$ cat src/rtl/rail_ctl_pkg.sv
// Shared types and constants for the rail control byte receiver.
package rail_ctl_pkg;
    localparam int BYTE_W = 8;
    localparam int CNT_W  = $clog2(BYTE_W + 1);

    // Receive engine states
    typedef enum logic [2:0] {
        ST_IDLE,
        ST_ADDR,
        ST_ADDR_ACK,
        ST_DATA,
        ST_DATA_ACK,
        ST_SKIP
    } rx_state_e;
endpackage

$ cat src/rtl/rail_ctl_sync.sv
// Multi-bit synchronizer with edge detection.
// Each input bit goes through its own STAGES-deep flop chain plus one
// extra flop for edge detect. Assumes inputs idle high (open-drain bus).
module rail_ctl_sync #(
    parameter int N      = 2,
    parameter int STAGES = 2
) (
    input  logic         clk,
    input  logic         rst_n,
    input  logic [N-1:0] din,
    output logic [N-1:0] lvl,
    output logic [N-1:0] rise,
    output logic [N-1:0] fall
);
    genvar g;
    generate
        for (g = 0; g < N; g++) begin : g_chan
            logic [STAGES:0] chain;

            // Shift the pad level through the synchronizer chain
            always_ff @(posedge clk) begin
                if (!rst_n) chain <= '1;
                else        chain <= {chain[STAGES-1:0], din[g]};
            end

            assign lvl[g]  = chain[STAGES-1];
            assign rise[g] = chain[STAGES-1] & ~chain[STAGES];
            assign fall[g] = ~chain[STAGES-1] & chain[STAGES];
        end
    endgenerate
endmodule

$ cat src/rtl/rail_ctl_buscond.sv
// Detects bus START and STOP conditions from synchronized SCL/SDA.
// Assumes both lines pass through identical synchronizer depth.
module rail_ctl_buscond (
    input  logic scl_lvl,
    input  logic sda_rise,
    input  logic sda_fall,
    output logic start_det,
    output logic stop_det
);
    // An SDA edge while SCL is high is a bus condition, not data
    always_comb begin
        start_det = scl_lvl & sda_fall;
        stop_det  = scl_lvl & sda_rise;
    end
endmodule

$ cat src/rtl/rail_ctl_rx.sv
// Byte receive engine: shifts address and data bytes MSB first,
// drives ACK for a matching write address and for the first data byte,
// and pulses wr_en once the data byte's acknowledge clock has ended.
// Assumes SCL low phases last more than three system clocks.
module rail_ctl_rx
    import rail_ctl_pkg::*;
#(
    parameter logic [6:0] SLAVE_ADDR = 7'h08
) (
    input  logic              clk,
    input  logic              rst_n,
    input  logic              start_det,
    input  logic              stop_det,
    input  logic              scl_rise,
    input  logic              scl_fall,
    input  logic              sda_lvl,
    output logic              sda_oe,
    output logic              wr_en,
    output logic [BYTE_W-1:0] wr_data
);
    localparam logic [BYTE_W-1:0] ADDR_BYTE = {SLAVE_ADDR, 1'b0};
    localparam logic [CNT_W-1:0]  FULL_CNT  = CNT_W'(BYTE_W);

    rx_state_e         state_q;
    logic [CNT_W-1:0]  cnt_q;
    logic [BYTE_W-1:0] shreg_q;
    logic              oe_q;
    logic              wr_q;

    // Protocol sequencing, bit shifting and ACK drive
    always_ff @(posedge clk) begin
        if (!rst_n) begin
            state_q <= ST_IDLE;
            cnt_q   <= '0;
            shreg_q <= '0;
            oe_q    <= 1'b0;
            wr_q    <= 1'b0;
        end else begin
            wr_q <= 1'b0;
            if (start_det) begin
                state_q <= ST_ADDR;
                cnt_q   <= '0;
                oe_q    <= 1'b0;
            end else if (stop_det) begin
                state_q <= ST_IDLE;
                oe_q    <= 1'b0;
            end else begin
                case (state_q)
                    ST_ADDR, ST_DATA: begin
                        if (scl_rise && cnt_q != FULL_CNT) begin
                            shreg_q <= {shreg_q[BYTE_W-2:0], sda_lvl};
                            cnt_q   <= cnt_q + 1'b1;
                        end else if (scl_fall && cnt_q == FULL_CNT) begin
                            if (state_q == ST_DATA) begin
                                oe_q    <= 1'b1;
                                state_q <= ST_DATA_ACK;
                            end else if (shreg_q == ADDR_BYTE) begin
                                oe_q    <= 1'b1;
                                state_q <= ST_ADDR_ACK;
                            end else begin
                                state_q <= ST_SKIP;
                            end
                        end
                    end
                    ST_ADDR_ACK: begin
                        if (scl_fall) begin
                            oe_q    <= 1'b0;
                            cnt_q   <= '0;
                            state_q <= ST_DATA;
                        end
                    end
                    ST_DATA_ACK: begin
                        if (scl_fall) begin
                            oe_q    <= 1'b0;
                            wr_q    <= 1'b1;
                            state_q <= ST_SKIP;
                        end
                    end
                    default: ;
                endcase
            end
        end
    end

    assign sda_oe  = oe_q;
    assign wr_en   = wr_q;
    assign wr_data = shreg_q;
endmodule

$ cat src/rtl/rail_ctl_reg.sv
// Control byte register. Loads the masked write data on wr_en and
// resets to all-off.
module rail_ctl_reg #(
    parameter int           W    = 8,
    parameter logic [W-1:0] MASK = '1
) (
    input  logic         clk,
    input  logic         rst_n,
    input  logic         wr_en,
    input  logic [W-1:0] wr_data,
    output logic [W-1:0] ctrl_q
);
    // Hold the control byte, loading only the meaningful bits
    always_ff @(posedge clk) begin
        if (!rst_n)     ctrl_q <= '0;
        else if (wr_en) ctrl_q <= wr_data & MASK;
    end
endmodule

$ cat src/rtl/rail_ctl_i2c.sv
// Top level: write-only bus target holding one power-rail control byte.
// Assumes clk runs at least 20 times faster than SCL.
module rail_ctl_i2c
    import rail_ctl_pkg::*;
#(
    parameter logic [6:0] SLAVE_ADDR  = 7'h08,
    parameter int         SYNC_STAGES = 2
) (
    input  logic clk,
    input  logic rst_n,
    input  logic scl_i,
    input  logic sda_i,
    output logic sda_oe,
    output logic rail1_en,
    output logic rail4_en,
    output logic rail4_hi,
    output logic rail5_en,
    output logic drv1_en,
    output logic drv2_en,
    output logic drv3_en
);
    localparam int                NSIG     = 2;
    localparam int                IDX_SCL  = 1;
    localparam int                IDX_SDA  = 0;
    localparam logic [BYTE_W-1:0] USE_MASK = 8'hFE;

    logic [NSIG-1:0]   s_lvl, s_rise, s_fall;
    logic              start_det, stop_det;
    logic              wr_en;
    logic [BYTE_W-1:0] wr_data;
    logic [BYTE_W-1:0] ctrl_q;

    rail_ctl_sync #(.N(NSIG), .STAGES(SYNC_STAGES)) u_sync (
        .clk  (clk),
        .rst_n(rst_n),
        .din  ({scl_i, sda_i}),
        .lvl  (s_lvl),
        .rise (s_rise),
        .fall (s_fall)
    );

    rail_ctl_buscond u_cond (
        .scl_lvl  (s_lvl[IDX_SCL]),
        .sda_rise (s_rise[IDX_SDA]),
        .sda_fall (s_fall[IDX_SDA]),
        .start_det(start_det),
        .stop_det (stop_det)
    );

    rail_ctl_rx #(.SLAVE_ADDR(SLAVE_ADDR)) u_rx (
        .clk      (clk),
        .rst_n    (rst_n),
        .start_det(start_det),
        .stop_det (stop_det),
        .scl_rise (s_rise[IDX_SCL]),
        .scl_fall (s_fall[IDX_SCL]),
        .sda_lvl  (s_lvl[IDX_SDA]),
        .sda_oe   (sda_oe),
        .wr_en    (wr_en),
        .wr_data  (wr_data)
    );

    rail_ctl_reg #(.W(BYTE_W), .MASK(USE_MASK)) u_reg (
        .clk    (clk),
        .rst_n  (rst_n),
        .wr_en  (wr_en),
        .wr_data(wr_data),
        .ctrl_q (ctrl_q)
    );

    // Bit positions are fixed by the bus byte layout
    assign rail1_en = ctrl_q[7];
    assign rail4_en = ctrl_q[6];
    assign rail4_hi = ctrl_q[5];
    assign rail5_en = ctrl_q[4];
    assign drv1_en  = ctrl_q[3];
    assign drv2_en  = ctrl_q[2];
    assign drv3_en  = ctrl_q[1];
endmodule

$ cat config.mk
export PLATFORM = sky130hd
export DESIGN_NAME = rail_ctl_i2c
export DESIGN_NICKNAME = d
export VERILOG_FILES = /design/src/rtl/rail_ctl_pkg.sv /design/src/rtl/rail_ctl_sync.sv /design/src/rtl/rail_ctl_buscond.sv /design/src/rtl/rail_ctl_rx.sv /design/src/rtl/rail_ctl_reg.sv /design/src/rtl/rail_ctl_i2c.sv
export SDC_FILE = /design/constraint.sdc
export NUM_CORES = 1
export LEC_CHECK = 0
export ABC_AREA = 1
export BUFFER_PORTS_ARGS = -buffer_cell sky130_fd_sc_hd__buf_2
export CELL_PAD_IN_SITES_DETAIL_PLACEMENT = 2
export CELL_PAD_IN_SITES_GLOBAL_PLACEMENT = 2
export CORE_ASPECT_RATIO = 0.6
export CORE_UTILIZATION = 35
export DETAILED_ROUTE_END_ITERATION = 16
export GPL_TIMING_DRIVEN = 0
export PLACE_DENSITY = 0.88
export SLEW_MARGIN = 20
export SYNTH_ARGS = -nofsm -noshare
export SYNTH_HDL_FRONTEND = slang
export SYNTH_SLANG_ARGS = --single-unit
$ cat constraint.sdc
create_clock -name clk -period 4.4 [get_ports clk]
set_input_delay 0.88 -clock clk [delete_from_list [all_inputs] [get_ports clk]]
set_output_delay 0.88 -clock clk [all_outputs]
set_load 0.1 [all_outputs]
==> run summary, run 1 <==
Hold-fix buffers at CTS: 0
Simple-gate share of the synthesized area: 0.243
Cts bufs inserted: 5
Tcrit/Tclk final: 0.441
Finish-stage setup viols: 0
Vias in the first global route: 1,345
CTS H-tree depth: 2
Clk buf depth: 2
Mux share of post-synthesis cell area: 0
FF-to-FF End: u_rx.wr_data[0]$_SDFFE_PN0P_
DRC: 0
Diode count: 0
CTS resizes: 0
WL met1: 2.05 mm
Power Density: 601 nW/µm²
Crit path capture type: primary output
Final Max Tran Viols: 0
Synth Net Count: 176
WL met3: 175 µm
RSZ-0062 raised after global routing: no
Final Hold Viols: 0
CP max-delay cell: buf_2
Gpl congestion: 0.788
Utilization after layout: 0.437
Yosys warns: 0
First-pass GRT wire length: 7.06 mm
Status: finished, final reports clean
Type of the worst min-delay path: reg -> reg
GR Overflow Total: 0
Leading cell type in the layout, fill and taps excluded: dfxtp_1
Cells on Worst Hold Path: 1
Worst Skew: 0.00494 ns
Largest stage delay, worst path: 0.43 ns
Layout net count: 193
Total Routing Usage GR: 0.249
CTS Root Buffer Type: clkbuf_8
Area Growth Syn to Fin: 14.7%
Crit path max fanout: 2
Worst Path Arrival: 1.06 ns
Slack of the worst reg-to-reg path: 2.56 ns
Peak VDD IR: 0.000249 V
DR pass1 iterations: 4
Clock Latency Late Sink: 0.29 ns
I/O Buffers: 10
Hold slack: 0.416 ns
Starting DRT DRC Count: 76
Placed Cells: 225
R2R Path Start: u_rx.cnt_q[1]$_SDFFE_PP0P_
Syn Inst Count: 170
Worst path depth: 1
Cell Area, Synth: 1280 µm²
Die ar.: 3910 µm²
CTS tree: built
Min-delay src: u_sync.g_chan[1].chain[0]$_SDFF_PN1_
Largest net degree at the start of global routing: 11
Setup TNS: 0 ns
Clock Pin Slew Worst Setup and Hold Paths: 0.07 ns
Worst slew pin tran: 0.487 ns
Die X: 80.1 µm
Synth Area in XOR/XNOR: 0.0137
CP required: 3.52 ns
Dpl hpwl: 3.05 mm
Pleak: 0.643 nW
Mean Syn Cell Area: 7.54 µm²
Final wirelength: 4.29 mm
Sequential area share after synthesis: 0.469
Routed vias: 1,223
WL met2: 2.00 mm
CP Class: reg -> out
Core Area: 3360 µm²
CP startpoint kind: flop
Number of max-cap violations: 0
Die Y: 48.9 µm
Post-synth cell types: 22
Rows: 16
Vias per cell: 5.29
Cells along the critical path: buf_2
IO Count: 12
Drt wl/cell: 18.6 µm
Slew headroom: 0.678
DR top layer: met4
Largest family of logic cells by synthesized area: simple AND/OR/NAND/NOR gates
CTS sink cnt: 30
Total power: 0.000884 W
Initial Util: 0.381
Share of cells above drive strength 1: 0.167
Worst hold path endpoint: u_sync.g_chan[1].chain[1]$_SDFF_PN1_
Final instance count without filler cells: 231
Final ANT Viol Nets: 0
Min cycle time layout: 1.94 ns
Compound-Gate Fraction of Synth Area: 0.166
Critical path's top delay family: buffers and inverters
Most frequent cells in the layout: 30 x dfxtp_1, 29 x nand2_1, 23 x inv_1, 23 x a21oi_1, 14 x o21ai_0
#FFs+latches synth: 30
Initial antenna violation count: 0
Highest clock rate: 515 MHz
Post-CTS setup buffer count: 0
Synth Area in Adders: 0.0195
Worst path buffer plus inverter count: 1
Worst Reg-to-Reg Cells: 11
registers in the layout, indices dropped and copies added, names as in the netlist:
name,count
u_rx.sda_oe,1
u_reg.ctrl_q,7
u_rx.wr_en,1
u_rx.wr_data,8
u_rx.state_q,3
u_rx.cnt_q,4
u_sync.g_chan.chain,6
how the worst max path moves through the flow:
stage | start | to | slack, ns
floorplan | u_rx.sda_oe$_SDFFE_PP0P_ | sda_oe | 2.60
global placement | rst_n | u_rx.wr_en$_SDFF_PP0_ | 2.50
detailed placement | rst_n | u_rx.wr_en$_SDFF_PP0_ | 2.46
CTS | u_reg.ctrl_q[2]$_SDFFE_PN0P_ | drv2_en | 2.46
global route | u_rx.cnt_q[0]$_SDFFE_PP0P_ | u_rx.wr_data[0]$_SDFFE_PN0P_ | 2.41
finish | u_reg.ctrl_q[2]$_SDFFE_PN0P_ | drv2_en | 2.46
routing by layer:
layer,vias up,global-route usage
met4,0,0.0804
met5,-,0
li1,581,-
met3,11,0.0710
met2,27,0.413
met1,604,0.312
layout make-up:
class	instances	area (µm²)
flip-flops and latches	30	601
well taps	45	56.3
repair buffers	10	50.0
multi-input cells	112	567
clock buffers	6	82.6
fillers	398	1890
plain buffers	4	23.8
inverters	24	90.1
per-stage QoR:
stage	setup slack, ns	area (µm²)
after floorplan	2.60	1280
after global placement	2.50	1390
after detailed placement	2.46	1390
after CTS	2.46	1470
after global routing	2.41	1470
final	2.46	1470
synth_stat cells:
master,number,share of area
nand3_1,12,0.047
o21ai_0,14,0.055
nor3_1,1,0.0039
nor2_4,1,0.0088
a21oi_1,23,0.090
a21oi_2,1,0.0068
or2_2,5,0.024
o21ai_1,2,0.0078
inv_1,23,0.067
o21ai_2,1,0.0068
xor2_1,2,0.014
nand2_2,3,0.015
dfxtp_1,30,0.47
inv_2,1,0.0029
buf_6,1,0.0088
clkbuf_1,2,0.0059
nand4_1,4,0.020
clkbuf_2,1,0.0039
nand3_2,1,0.0078
nand2_1,29,0.085
nor2_1,11,0.032
ha_1,2,0.020
logic make-up (layout without fill, tap and decap cells):
family,after synthesis,count (layout)
xor gates and xnor gates,2,2
adders and majority gates,2,2
buffers and inverters,28,44
and+or+nand+nor,67,67
DFF,30,30
AOI/OAI and AO/OA,41,41
power by group:
group	total [W]	leakage, nW	internal, W	switching [W]
clock network	0.000227	0.0431	0.000121	0.000107
logic	0.000329	0.356	0.0000861	0.000243
registers	0.000328	0.244	0.000299	0.0000287
total	0.000884	0.643	0.000506	0.000378
worst reg2reg max path, delay by kind of cell (launching register included):
family	cells	cell delay (ns)
DFF	1	0.41
and+or+nand+nor	5	0.57
AOI/OAI and AO/OA	2	0.25
adders and majority gates	1	0.18
buffers and inverters	3	0.32
No activity file was read; power rests on OpenSTA's default activity.
==> run 2: changes to the inputs <==
--- a/config.mk
+++ b/config.mk
@@ -10,10 +10,10 @@
 export CELL_PAD_IN_SITES_DETAIL_PLACEMENT = 2
 export CELL_PAD_IN_SITES_GLOBAL_PLACEMENT = 2
 export CORE_ASPECT_RATIO = 0.6
-export CORE_UTILIZATION = 35
+export CORE_UTILIZATION = 30
 export DETAILED_ROUTE_END_ITERATION = 16
 export GPL_TIMING_DRIVEN = 0
-export PLACE_DENSITY = 0.88
+export PLACE_DENSITY = 0.81
 export SLEW_MARGIN = 20
 export SYNTH_ARGS = -nofsm -noshare
 export SYNTH_HDL_FRONTEND = slang
==> constraint.sdc (replaced) <==
create_clock -name clk -period 1.7 [get_ports clk]
set_input_delay 0.34 -clock clk [delete_from_list [all_inputs] [get_ports clk]]
set_output_delay 0.34 -clock clk [all_outputs]
set_load 0.1 [all_outputs]
==> run 2 against run 1 <==
Net effect:
- hold slack got worse by 0.18 ns
- register-to-register slack lost 2.5 ns
- clock power increased to 2.7 times the previous value
- largest cell class unchanged
- sequential cell count is the same
- sequential share of layout area is 1.3 points lower
- die area rose by 16%
- final cell count increased by 6.9%
- via count shrank 2.8%
- critical endpoint is now u_rx.wr_data[0]$_SDFFE_PN0P_
- clock skew is 0.00063 ns higher
- count of clock-buffer cells in the layout up 1
==> run summary, run 2 (synthesized netlist as in run 1, its figures left out) <==
Worst slew pin tran: 0.488 ns (+0.00129 ns)
Filler instances: 459 (+15%)
DP Area: 1400 µm² (+1.1%)
Status: finished, final reports clean
Die ar.: 4540 µm² (+16%)
Vias per cell: 4.81 (-9.1%)
IO Count: 12 (unchanged)
Power Density: 1500 nW/µm² (+150%)
Leading cell type in the layout, fill and taps excluded: nand2_1
Area occupied by multi-input gates: 582 µm² (+2.6%)
Cells along the critical path: inv_1 > ha_1 > nand2_1 > nor2_1 > inv_1 > nand3_1 > nor2_2 > nand2_4 > buf_6 > o21ai_1 > a21oi_1
Tcrit/Tclk final: 0.940
CTS Root Buffer Type: clkbuf_8
CTS H-tree depth: 2 (unchanged)
Gpl congestion: 0.823 (+4.5%)
Cts bufs inserted: 5 (unchanged)
CTS tree: built
Area Growth Syn to Fin: 18.9%
First-pass GRT wire length: 5.94 mm (-16%)
Min cycle time layout: 1.60 ns
Drt wl/cell: 15.1 µm (-19%)
Largest net degree at the start of global routing: 11 (unchanged)
Type of the worst min-delay path: in -> reg
Starting DRT DRC Count: 57 (-25%)
Highest clock rate: 626 MHz
Share of cells above drive strength 1: 0.205 (+0.0386)
Worst Skew: 0.00556 ns (+0.000625 ns)
CP Class: reg -> reg
CTS sink cnt: 30 (unchanged)
Final instance count without filler cells: 247 (+6.9%)
Hold-fix buffers at CTS: 0 (unchanged)
Largest stage delay, worst path: 0.35 ns (-0.08 ns)
Critical path's most frequent cell: inv_1
Crit path capture type: flop
Initial Util: 0.331 (-0.0500)
Peak VDD IR: 0.000382 V (+53%)
DRC: 0 (unchanged)
DR pass1 iterations: 4 (unchanged)
Final ANT Viol Nets: 0 (unchanged)
Vias in the first global route: 1,236 (-8.1%)
Layout net count: 195 (+1.0%)
Finish-stage setup viols: 0 (unchanged)
Total power: 0.00229 W (+160%)
Die Y: 52.6 µm (+7.7%)
Max reg flops: 8 (unchanged)
Rows: 17 (+1)
Clock Pin Slew Worst Setup and Hold Paths: 0.06 ns (about the same)
GR Overflow Total: 0 (unchanged)
CP max-delay cell: dfxtp_2
Total Routing Usage GR: 0.184 (-0.0653)
Placed Cells: 237 (+5.3%)
Core Area: 3870 µm² (+15%)
Diode count: 0 (unchanged)
Pleak: 0.660 nW (+2.6%)
Fin area: 1520 µm² (+3.7%)
Dpl hpwl: 2.78 mm (-8.7%)
CP startpoint kind: flop
CP required: 1.87 ns (-1.65 ns)
Final Hold Viols: 0 (unchanged)
I/O Buffers: 10 (unchanged)
Initial antenna violation count: 0 (unchanged)
Most frequent cells in the layout: 29 x nand2_1, 28 x dfxtp_1, 23 x inv_1
Final Max Tran Viols: 0 (unchanged)
Register area: 603 µm² (+0.42%)
Number of max-cap violations: 0 (unchanged)
Setup TNS: 0 ns (unchanged)
Routed vias: 1,189 (-2.8%)
Clock Latency Late Sink: 0.29 ns (about the same)
Die X: 86.4 µm (+7.8%)
Worst Path Arrival: 1.77 ns (+0.71 ns)
Crit path max fanout: 8 (+6)
Final wirelength: 3.72 mm (-13%)
Clk buf depth: 2 (unchanged)
Slew headroom: 0.677 (-0.000855)
[run 2: per-layer routing]
layer | up-vias | wire length (µm) | global-route usage
met1 | 581 | 2000 | 0.231
met5 | - | 0 | 0
met2 | 15 | 1530 | 0.283
met3 | 5 | 146 | 0.0803
met4 | 0 | 42 | 0.0583
li1 | 588 | - | -
[run 2: stage by stage]
| step | hold WS (ns) | util | setup slack (ns) |
|---|---|---|---|
| 3_5_place_dp | 0.412 | 0.362 | 0.0130 |
| 5_1_grt | 0.235 | 0.394 | -0.0173 |
| 6_report | 0.241 | 0.394 | 0.102 |
| 2_1_floorplan | 0.393 | - | 0.307 |
| 4_1_cts | 0.235 | 0.386 | 0.000602 |
| 3_3_place_gp | 0.395 | 0.362 | 0.141 |
[run 2: worst paths after layout]
check        slack, ns                                   end  cells after the start                            startpoint
min reg2reg       0.42  u_sync.g_chan[1].chain[1]$_SDFF_PN1_                      1  u_sync.g_chan[1].chain[0]$_SDFF_PN1_
max               0.10          u_rx.wr_data[0]$_SDFFE_PN0P_                     11            u_rx.cnt_q[0]$_SDFFE_PP0P_
max reg2reg       0.10          u_rx.wr_data[0]$_SDFFE_PN0P_                     11            u_rx.cnt_q[0]$_SDFFE_PP0P_
min               0.24  u_sync.g_chan[1].chain[0]$_SDFF_PN1_                      2                                 scl_i
[run 2: where the power goes]
part | internal, W | switching (W)
Clock | 0.000326 | 0.000277
Combinational | 0.000236 | 0.000608
Sequential | 0.000777 | 0.0000677
Total | 0.00134 | 0.000953
[run 2: area by class of cell]
type                            count  area share
Clock buffer                        7      0.0567
Multi-Input combinational cell    112       0.382
Timing Repair Buffer               12      0.0411
Tap cell                           57      0.0468
Buffer                              4      0.0156
Sequential cell                    30       0.396
Inverter                           24      0.0591
Clock inverter                      1     0.00328
[run 2: worst max-delay path: cells and delay by family, from the launching register on]
| family | cells | cell delay [ns] |
|---|---|---|
| AND/OR/NAND/NOR | 5 | 0.51 |
| buffers and inverters | 3 | 0.28 |
| adder cells (fa/ha/maj) | 1 | 0.19 |
| flip-flops | 1 | 0.35 |
| AO/OA/AOI/OAI | 2 | 0.16 |
[run 2: what timing repair did]
| item | 4_1_cts | 5_1_grt |
|---|---|---|
| resized for setup | 0 | 6 |
| endpoints found under the setup margin | 0 | 9 |
| setup buffers | 0 | 1 |
==> run 3: changes to the inputs <==
--- a/config.mk
+++ b/config.mk
@@ -13,7 +13,7 @@
 export CORE_UTILIZATION = 30
 export DETAILED_ROUTE_END_ITERATION = 16
 export GPL_TIMING_DRIVEN = 0
-export PLACE_DENSITY = 0.81
+export PLACE_DENSITY = 0.78
 export SLEW_MARGIN = 20
 export SYNTH_ARGS = -nofsm -noshare
 export SYNTH_HDL_FRONTEND = slang
==> run 3 against run 2 <==
Net effect:
- core utilization increased by 0.19 points
- largest cell class unchanged
- critical path depth unchanged
- count of clock-buffer cells in the layout unchanged
- worst setup slack better by 0.034 ns
- clock skew is 0.0011 ns higher
==> run summary, run 3 (synthesized netlist as in run 1, its figures left out) <==
Status: finished, final reports clean
Fin area: 1530 µm² (+0.49%)
Diode count: 0 (unchanged)
Crit path max fanout: 3 (-5)
Max reg flops: 8 (unchanged)
Largest stage delay, worst path: 0.33 ns (-0.02 ns)
Final ANT Viol Nets: 0 (unchanged)
Worst hold path endpoint: u_sync.g_chan[1].chain[0]$_SDFF_PN1_
Pleak: 0.663 nW (+0.53%)
Slack of the worst reg-to-reg path: 0.14 ns (+0.03 ns)
DR top layer: met4
Gpl congestion: 0.844 (+2.5%)
Worst path buffer plus inverter count: 3 (unchanged)
CP startpoint kind: flop
IO Count: 12 (unchanged)
Tcrit/Tclk final: 0.920 (-0.0203)
Total power: 0.00230 W (+0.42%)
Final wirelength: 3.74 mm (+0.46%)
WL met2: 1.62 mm (+5.9%)
CTS H-tree depth: 2 (unchanged)
Die X: 86.4 µm (unchanged)
Highest clock rate: 639 MHz (+2.2%)
Share of cells above drive strength 1: 0.215 (+0.00940)
Number of max-cap violations: 0 (unchanged)
Initial Util: 0.331 (unchanged)
CTS Root Buffer Type: clkbuf_8
Crit path capture type: flop
CTS sink cnt: 30 (unchanged)
Utilization after layout: 0.396 (+0.00194)
Final Max Tran Viols: 0 (unchanged)
Clock Latency Late Sink: 0.29 ns (about the same)
GR Overflow Total: 0 (unchanged)
Net Sw Frac: 0.418 (+0.00179)
CP required: 1.88 ns (about the same)
Slew headroom: 0.669 (-0.00760)
Min cycle time layout: 1.56 ns (-0.0345 ns)
WL met1: 1.92 mm (-4.0%)
Finish-stage setup viols: 0 (unchanged)
Most frequent cells in the layout: 29 x nand2_1, 28 x dfxtp_1, 23 x inv_1
Layout net count: 196 (+0.51%)
Area Growth Syn to Fin: 19.5%
Power Density: 1500 nW/µm² (about the same)
DRC: 0 (unchanged)
Filler instances: 461 (+0.44%)
R2R Path Start: u_rx.cnt_q[0]$_SDFFE_PP0P_
Vias per cell: 4.79 (-0.40%)
WL met3: 132 µm (-9.6%)
Cts bufs inserted: 5 (unchanged)
Worst Reg-to-Reg Cells: 11 (unchanged)
Die ar.: 4540 µm² (unchanged)
Initial antenna violation count: 0 (unchanged)
Clock Pin Slew Worst Setup and Hold Paths: 0.06 ns (about the same)
Largest net degree at the start of global routing: 11 (unchanged)
Logic pwr share: 0.368 (about the same)
Worst slew pin tran: 0.499 ns (+0.0115 ns)
I/O Buffers: 10 (unchanged)
Core Area: 3870 µm² (unchanged)
Routed vias: 1,189 (unchanged)
Clock share of power: 0.266 (+0.003)
Peak VDD IR: 0.000409 V (+7.1%)
Starting DRT DRC Count: 34 (-40%)
CP Class: reg -> reg
Leading cell type in the layout, fill and taps excluded: nand2_1
Clk buf depth: 2 (unchanged)
First-pass GRT wire length: 6.20 mm (+4.4%)
Reg power frac: 0.365 (-0.004)
P_sw: 0.000961 W (+0.86%)
Rows: 17 (unchanged)
Dpl hpwl: 2.81 mm (+1.1%)
Critical path's top delay family: simple AND/OR/NAND/NOR gates
Cell Int Power: 0.00134 W (+0.11%)
Cells along the critical path: inv_1 > ha_1 > nand2_1 > nor2_2 > inv_1 > nand3_1 > nor2_2 > nand2_2 > buf_4 > o21ai_0 > a21oi_1
FF-to-FF End: u_rx.wr_data[2]$_SDFFE_PN0P_
Vias in the first global route: 1,281 (+3.6%)
CTS tree: built
Total Routing Usage GR: 0.192 (+0.00811)
Worst Skew: 0.00667 ns (+0.00111 ns)
Die Y: 52.6 µm (unchanged)
Drt wl/cell: 15.1 µm (about the same)
Worst Path Arrival: 1.74 ns (-0.03 ns)
DR pass1 iterations: 4 (unchanged)
Type of the worst min-delay path: in -> reg
Cells on Worst Hold Path: 2 (unchanged)
Final Hold Viols: 0 (unchanged)
DP Area: 1400 µm² (unchanged)
Min-delay src: scl_i
CP max-delay cell: dfxtp_2
Worst path depth: 11 (unchanged)
==> run 3: cell count changes in the layout (fill, tap and decap cells not counted) <==
cell and delta:
o21ai_0 -4, buf_2 -1, nand2_2 +1, nor2_1 -1
nand2_4 -1, o21ai_1 +4, nor2_2 +1, buf_4 +2
==> run 3: worst register-to-register path: stages, from the launching register on <==
cell and delay (ns):
dfxtp_2 0.33, inv_1 0.06, ha_1 0.19, nand2_1 0.08, nor2_2 0.05, inv_1 0.06, nand3_1 0.10, nor2_2 0.14
nand2_2 0.09, buf_4 0.15, o21ai_0 0.15, a21oi_1 0.06
==> run 3: how the worst max path moves through the flow <==
stage | startpoint | end | slack (ns)
detailed placement | u_rx.cnt_q[0]$_SDFFE_PP0P_ | u_rx.wr_data[0]$_SDFFE_PN0P_ | -0.03
CTS | u_rx.cnt_q[0]$_SDFFE_PP0P_ | u_rx.state_q[0]$_SDFFE_PN0P_ | 0.06
finish | u_rx.cnt_q[0]$_SDFFE_PP0P_ | u_rx.wr_data[2]$_SDFFE_PN0P_ | 0.14
floorplan | u_rx.cnt_q[0]$_SDFFE_PP0P_ | u_rx.wr_data[6]$_SDFFE_PN0P_ | 0.31
global route | u_rx.cnt_q[0]$_SDFFE_PP0P_ | u_rx.cnt_q[0]$_SDFFE_PP0P_ | -0.02
global placement | u_rx.cnt_q[0]$_SDFFE_PP0P_ | u_rx.wr_data[0]$_SDFFE_PN0P_ | 0.13
==> run 3: area by class of cell <==
| type | instances | area, µm² | area share |
|---|---|---|---|
| Sequential cell | 30 | 603 | 0.394 |
| Multi-Input combinational cell | 112 | 579 | 0.378 |
| Inverter | 24 | 90.1 | 0.0588 |
| Clock buffer | 7 | 86.3 | 0.0564 |
| Timing Repair Buffer | 13 | 72.6 | 0.0474 |
| Tap cell | 57 | 71.3 | 0.0466 |
| Buffer | 4 | 23.8 | 0.0155 |
| Clock inverter | 1 | 5.00 | 0.00327 |
==> run 3: per-layer routing <==
metal  vias up  global-route usage
met5         -                   0
met4         0              0.0944
met3         8              0.0551
met2        15               0.303
met1       575               0.242
li1        591                   -
==> run 3: what timing repair did <==
action / 4_1_cts / 5_1_grt
hold buffers: 0 / 0
pin swaps: 1 / 1
setup endpoints to repair: 1 / 9
buffers inserted: 2 / 1
gates resized for setup: 2 / 8
==> run 3: power groups by stage <==
stage	clock, W	combinational [W]	sequential [W]
floorplan	0	0.000527	0.000929
global placement	0	0.000762	0.000849
detailed placement	0	0.000809	0.000859
CTS	0.000635	0.000822	0.000846
global route	0.000654	0.000972	0.000847
finish	0.000613	0.000848	0.000841
==> run 3: stage by stage <==
step	TNS, ns	cells	hold WS (ns)	setup slack, ns
after floorplan	0	170	0.393	0.307
after global placement	0	237	0.396	0.131
after detailed placement	-0.0338	237	0.402	-0.0338
after CTS	0	247	0.232	0.0564
after global routing	-0.0325	248	0.236	-0.0171
final	0	248	0.239	0.136
